===== src/rtl/ccr_pkg.sv =====
package ccr_pkg;
  typedef enum logic [1:0] {
    SZ_BYTE = 2'd0,
    SZ_WORD = 2'd1,
    SZ_LONG = 2'd2,
    SZ_LONG_ALT = 2'd3
  } opsize_e;

  typedef enum logic [1:0] {
    CLS_ARITH = 2'd0,
    CLS_LOGIC = 2'd1,
    CLS_MOVE  = 2'd2,
    CLS_XLOAD = 2'd3
  } opcls_e;

  typedef struct packed {
    logic x;
    logic n;
    logic z;
    logic v;
    logic c;
  } flags_t;

  localparam int FLAG_W = $bits(flags_t);
endpackage


===== src/rtl/ccr_size_view.sv =====
module ccr_size_view #(
  parameter int DATA_W = 32
) (
  input  logic [DATA_W-1:0] result,
  input  ccr_pkg::opsize_e  size,
  output logic              msb,
  output logic              zero
);
  localparam int NSZ = 3;

  logic [NSZ-1:0] msb_k;
  logic [NSZ-1:0] zero_k;

  for (genvar k = 0; k < NSZ; k++) begin : g_sz
    localparam int W = 8 << k;
    if (W <= DATA_W) begin : g_fit
      assign msb_k[k]  = result[W-1];
      assign zero_k[k] = ~|result[W-1:0];
    end else begin : g_clip
      assign msb_k[k]  = result[DATA_W-1];
      assign zero_k[k] = ~|result;
    end
  end

  always_comb begin
    unique case (size)
      ccr_pkg::SZ_BYTE: begin msb = msb_k[0]; zero = zero_k[0]; end
      ccr_pkg::SZ_WORD: begin msb = msb_k[1]; zero = zero_k[1]; end
      default:          begin msb = msb_k[2]; zero = zero_k[2]; end
    endcase
  end
endmodule


===== src/rtl/ccr_next.sv =====
module ccr_next (
  input  ccr_pkg::flags_t cur,
  input  logic            msb,
  input  logic            zero,
  input  logic            carry,
  input  logic            ovf,
  input  logic            xval,
  input  ccr_pkg::opcls_e cls,
  output ccr_pkg::flags_t nxt
);
  always_comb begin
    nxt.n = msb;
    nxt.z = zero;
    unique case (cls)
      ccr_pkg::CLS_ARITH: begin
        nxt.v = ovf;
        nxt.c = carry;
        nxt.x = carry;
      end
      ccr_pkg::CLS_XLOAD: begin
        nxt.v = 1'b0;
        nxt.c = 1'b0;
        nxt.x = xval;
      end
      default: begin
        nxt.v = 1'b0;
        nxt.c = 1'b0;
        nxt.x = cur.x;
      end
    endcase
  end
endmodule


===== src/rtl/ccr_unit.sv =====
module ccr_unit #(
  parameter int DATA_W = 32,
  parameter int BYTE_W = 8
) (
  input  logic              clk,
  input  logic              rst_n,
  input  logic              upd_valid,
  output logic              upd_ready,
  input  logic [DATA_W-1:0] upd_result,
  input  logic              upd_carry,
  input  logic              upd_ovf,
  input  logic [1:0]        upd_size,
  input  logic [1:0]        upd_cls,
  input  logic              upd_xval,
  input  logic              wr_en,
  input  logic [BYTE_W-1:0] wr_data,
  output logic [BYTE_W-1:0] rd_data
);
  import ccr_pkg::*;

  localparam int PAD_W = BYTE_W - FLAG_W;

  flags_t flags_q;
  flags_t flags_nxt;
  logic   res_msb;
  logic   res_zero;
  logic   accept;

  assign upd_ready = ~wr_en;
  assign accept    = upd_valid & upd_ready;

  ccr_size_view #(.DATA_W(DATA_W)) i_view (
    .result (upd_result),
    .size   (opsize_e'(upd_size)),
    .msb    (res_msb),
    .zero   (res_zero)
  );

  ccr_next i_next (
    .cur   (flags_q),
    .msb   (res_msb),
    .zero  (res_zero),
    .carry (upd_carry),
    .ovf   (upd_ovf),
    .xval  (upd_xval),
    .cls   (opcls_e'(upd_cls)),
    .nxt   (flags_nxt)
  );

  always_ff @(posedge clk or negedge rst_n) begin
    if (!rst_n)      flags_q <= '0;
    else if (wr_en)  flags_q <= flags_t'(wr_data[FLAG_W-1:0]);
    else if (accept) flags_q <= flags_nxt;
  end

  assign rd_data = {{PAD_W{1'b0}}, flags_q};
endmodule


===== config.mk =====
export PLATFORM = sky130hd
export DESIGN_NAME = ccr_unit
export DESIGN_NICKNAME = d
export VERILOG_FILES = /design/src/rtl/ccr_pkg.sv /design/src/rtl/ccr_size_view.sv /design/src/rtl/ccr_next.sv /design/src/rtl/ccr_unit.sv
export SDC_FILE = /design/constraint.sdc
export NUM_CORES = 1
export LEC_CHECK = 0
export ABC_AREA = 1
export BUFFER_PORTS_ARGS = -buffer_cell sky130_fd_sc_hd__buf_2
export CORE_MARGIN = 2
export CORE_UTILIZATION = 29
export DETAILED_ROUTE_END_ITERATION = 8
export PLACE_DENSITY = 0.77
export SLEW_MARGIN = 20
export SYNTH_ARGS = -nofsm -noshare
export SYNTH_HDL_FRONTEND = slang
export SYNTH_SLANG_ARGS = --single-unit

===== constraint.sdc =====
create_clock -name clk -period 0.83 [get_ports clk]
set_input_delay 0 -clock clk [delete_from_list [all_inputs] [get_ports clk]]
set_output_delay 0 -clock clk [all_outputs]
set_load 0.1 [all_outputs]

======== After elaboration in Yosys (flattened, before gate mapping) ========
Cells that the tools add are included.
storage, ports and cells
  bits of input ports ..................... 51
  logic and storage cells ................. 26
  bits in registers ....................... 5
cells by class
  bitwise gates (word level) .............. 2
  equality and inequality tests ........... 2
  multiplexer cells ....................... 6
  reduce and logical (&&, ||, !) cells .... 11
operator list
  cell                                                                   number
  32-bit OR reduction                                                    1
  16-bit OR reduction                                                    1
  5-bit 2-to-1 mux                                                       2
  8-bit OR reduction                                                     1
  1-bit case mux with 2 select lines                                     3
  2-bit zero test                                                        2
  1-bit zero test                                                        3
  3-bit nonzero test                                                     1
  2-bit by 1-bit equality test with 1-bit output, second input constant  1
  2-bit equality test, second input constant                             1
  2-bit 2-to-1 mux                                                       1
  2-bit AND reduction                                                    1
  2-bit nonzero test                                                     1
  1-bit AND                                                              1
  1-bit NOT                                                              1

======== Logic depth before layout (Yosys ltp) ========
  depth in word-level cells ............... 5
  gate-level depth with buffers ........... 7
  mapped depth without buffers ............ 7

======== By module ========
A second synthesis with hierarchy kept.
second synthesis, totals
  cell total of the unflattened synthesis .. 83
  area, all modules ....................... 479.2 um^2
modules (own cells, without submodules)
  module         cells each  area an instance (um^2)  seq. area each (um^2)  instances
  ccr_unit       31          246.5                    125.1                  1
  ccr_size_view  36          147.6                    0.0                    1
  ccr_next       16          85.1                     0.0                    1

======== Worst setup path after synthesis ========
OpenSTA, ideal clock, no wires.
  path kind ............................... flip-flop to flip-flop
  from .................................... reg rd_data[3] (netlist name)
  to ...................................... reg flags_q (netlist bit rd_data[3])
  cell stages (with the launch flop) ...... 3
  path buffers ............................ 0
  arrival time ............................ 1.095 ns
  clock period less this slack ............ 1.230 ns
  setup slack ............................. -0.400 ns
  path through ............................ dfrtp_1 -> a22oi_1 -> o21ai_0
RTL lines
  item                    RTL line        text
  end signal: assignment  ccr_unit.sv:52  else if (wr_en) flags_q <= flags_t'(wr_data[FLAG_W-1:0]);
  end signal: assignment  ccr_unit.sv:53  else if (accept) flags_q <= flags_nxt;
  end: declaration        ccr_unit.sv:23  flags_t flags_q;

======== Worst setup path in the final report ========
  from .................................... reg flags_q (netlist bit rd_data[3])
  to ...................................... out rd_data[3]
RTL lines
  item              RTL line        text
  end: declaration  ccr_unit.sv:17  output logic [BYTE_W-1:0] rd_data
No word-level cell between the ends.

==> summary.md <==
| Metric | Value |
|---|---|
| Peak VDD IR | `0.600 mV` |
| Final HPWL DP | `1220 µm` |
| Share of the synthesized area in the top cell type | `0.288` |
| Layout cells sized above 1 | `0.493` |
| Htree depth | `1` |
| First-pass GRT wire length | `2390 µm` |
| Final wirelength | `1440 µm` |
| Max-slew violations | `0` |
| Fin crit share | `1.18` |
| PnR worst setup slack | `-0.150 ns` |
| I/O pins | `60` |
| Antenna Nets Post-Route | `0` |
| Post-Route Setup TNS | `-0.421 ns` |
| CTS tree | `yes` |
| DR DRC count | `0` |
| Seq. cell area | `144 µm²` |
| Pwr Density | `1340 mW/mm²` |
| Wire per inst | `9.56 µm` |
| Syn Std Cell Area | `434 µm²` |
| Synth Instances | `74` |
| Synth top area cells | `dfrtp_1, nor2_1, nand2_1` |
| Pre-CTS setup slack | `0.0280 ns` |
| Critical Path RT | `0.83 ns` |
| Placed insts | `144` |
| Status | `finished, violations left` |
| CP cell instances | `buf_6, buf_12` |
| Crit path from | `rd_data[3]$_DFFE_PN0P_` |
| Flip-flop count of the largest register after layout | `5` |
| Vias | `688` |
| Clock Skew | `0 ns` |
| Startpoint type of the worst setup path | `register` |
| Die Area | `0.00182 mm²` |
| Largest area contributor in the netlist | `dfrtp_1` |
| Final Hold Vio Count | `0` |
| Crit-path max cell delay | `0.47 ns` |
| Fill cells | `116` |
| Num CTS Buffers | `3` |
| R2R depth | `2` |
| Die Ht | `42.7 µm` |
| Initial DRC count | `2` |
| Final Non-Filler Cells | `151` |
| CTS root buf | `clkbuf_4` |
| Max-cap viol count | `0` |
| Die Wd | `42.7 µm` |
| Final setup vio count | `5` |
| Area grow syn2layout | `108%` |
| RSZ-0062 raised after global routing | `true` |
| Max clock buf depth | `2` |
| Synthesis Warnings | `0` |
| Pwr Total | `0.00121 W` |
| Reg2reg end | `rd_data[3]$_DFFE_PN0P_` |
| Clk sinks | `5` |
| Layout Nets | `188` |
| Number of global-route vias before repair | `677` |
| Worst-path fanout max | `2` |
| Clock Latency Late Sink | `0.24 ns` |
| Initial antenna violation count | `0` |
| Via-to-Cell Ratio | `4.56` |
| Crit. End Element | `primary output` |
| GP Congestion | `0.828` |
| Failing checks | `setup timing` |
| Post-Syn Area per Cell | `5.87 µm²` |
| Capture point of the critical path | `rd_data[3]` |
| Final Critical Period | `0.980 ns` |
| Fmax | `1.02 GHz` |
| Initial core utilization | `0.322` |
| Pre-antenna DRT Iters | `4` |
| GRT Util Overall | `0.176` |
| Core area | `0.00135 mm²` |
| Largest net degree at the start of global routing | `7` |
| Antenna diodes | `0` |
| Sequential-to-total area share from yosys stat | `0.288` |
| Crit path DAT | `0.98 ns` |
| Reg2Reg Setup Slack | `0.02 ns` |
| # rows | `13` |
| Port Buffers | `53` |
| Multi-input combinational cell area | `295 µm²` |
| Reg-to-Reg Start | `rd_data[3]$_DFFE_PN0P_` |
| HP Class | `input port to register` |
| Leakage | `0.469 nW` |
| Grt ovf | `0` |
| Synth cell types | `18` |
| Slowest stage cell, crit path | `dfrtp_4` |
| CTS clk-pin slew, worst paths | `0.04 ns` |
| #FFs+latches synth | `5` |
| Setup CP Type | `register to primary output` |
[Yosys cell counts]
| cell | n |
|---|---|
| and2_1 | 1 |
| a22oi_1 | 2 |
| nand3b_1 | 1 |
| nand3_1 | 4 |
| nor2_1 | 24 |
| a21oi_1 | 1 |
| nor2_2 | 1 |
| conb_1 | 1 |
| buf_4 | 3 |
| o21ai_1 | 1 |
| inv_2 | 1 |
| o21bai_1 | 1 |
| or2_0 | 1 |
| nand4_1 | 2 |
| nand2_1 | 23 |
| dfrtp_1 | 5 |
| nand2_2 | 1 |
| o21ai_0 | 1 |
[per-layer routing]
layer	vias to the layer above	GRT usage	part of all wire	wire length [µm]
li1	354	-	-	-
met1	276	0.164	0.34	493
met2	54	0.330	0.51	733
met3	4	0.0383	0.13	184
met4	0	0.125	0.022	32
met5	-	0	0	0
[critical path, delay by kind of cell (launching register included)]
kind | cells | cell delay (ns)
buffers and inverters | 2 | 0.27
DFF | 1 | 0.47
[final cells by class]
type	instances	area share
multi-input combinational	67	0.327
inverter	1	0.00416
timing repair buffer	59	0.459
clock buffer	4	0.0291
sequential	5	0.160
tap	15	0.0208
[layout by cell type (no fill, tap or decap), drive strengths merged]
cell,n
nand2,24
nor2,25
a21oi,1
clkbuf,4
o21bai,1
buf,55
nand4,2
or2,1
nand3b,1
dlygate4sd3,4
conb,3
nand3,4
dfrtp,5
a22oi,2
o21ai,2
and2,1
inv,1
[power breakdown]
part | total (W) | switching [W] | internal, W
clock network | 0.000279 | 0.0000975 | 0.000182
registers | 0.000309 | 0.0000247 | 0.000284
logic | 0.000622 | 0.000377 | 0.000246
[through the flow]
step | area (µm²) | util | hold WS (ns)
floorplan | 460 | - | -0.296
global placement | 835 | 0.618 | -0.181
detailed placement | 835 | 0.618 | -0.182
CTS | 897 | 0.665 | 0.0180
global route | 902 | 0.668 | 0.0340
finish | 902 | 0.668 | 0.0278
[cells by family after synthesis]
group / Yosys count / share of synthesized area
other: 1 / 0.00864
and+or+nand+nor: 58 / 0.556
DFF: 5 / 0.288
buffers and inverters: 4 / 0.0605
AOI/OAI and AO/OA: 6 / 0.0864
[worst min-delay path by stage]
| stage | start | slack (ns) | depth (start not counted) | to |
|---|---|---|---|---|
| final | wr_data[3] | 0.03 | 3 | rd_data[3]$_DFFE_PN0P_ |
| after global placement | rst_n | -0.18 | 1 | rd_data[0]$_DFFE_PN0P_ |
| after detailed placement | rst_n | -0.18 | 1 | rd_data[0]$_DFFE_PN0P_ |
| after global routing | wr_data[3] | 0.03 | 3 | rd_data[3]$_DFFE_PN0P_ |
| after floorplan | rst_n | -0.30 | 0 | rd_data[0]$_DFFE_PN0P_ |
| after CTS | wr_data[3] | 0.02 | 3 | rd_data[3]$_DFFE_PN0P_ |
[timing repair]
item                                   in CTS  in global routing
pin swaps                                   0                  0
hold buffers                                4                  0
buffers inserted                            0                  0
endpoints found under the hold margin       8                  0
gates resized for setup                     1                  1
setup endpoints to repair                   5                  7
Power figures use the tool's default switching activity.
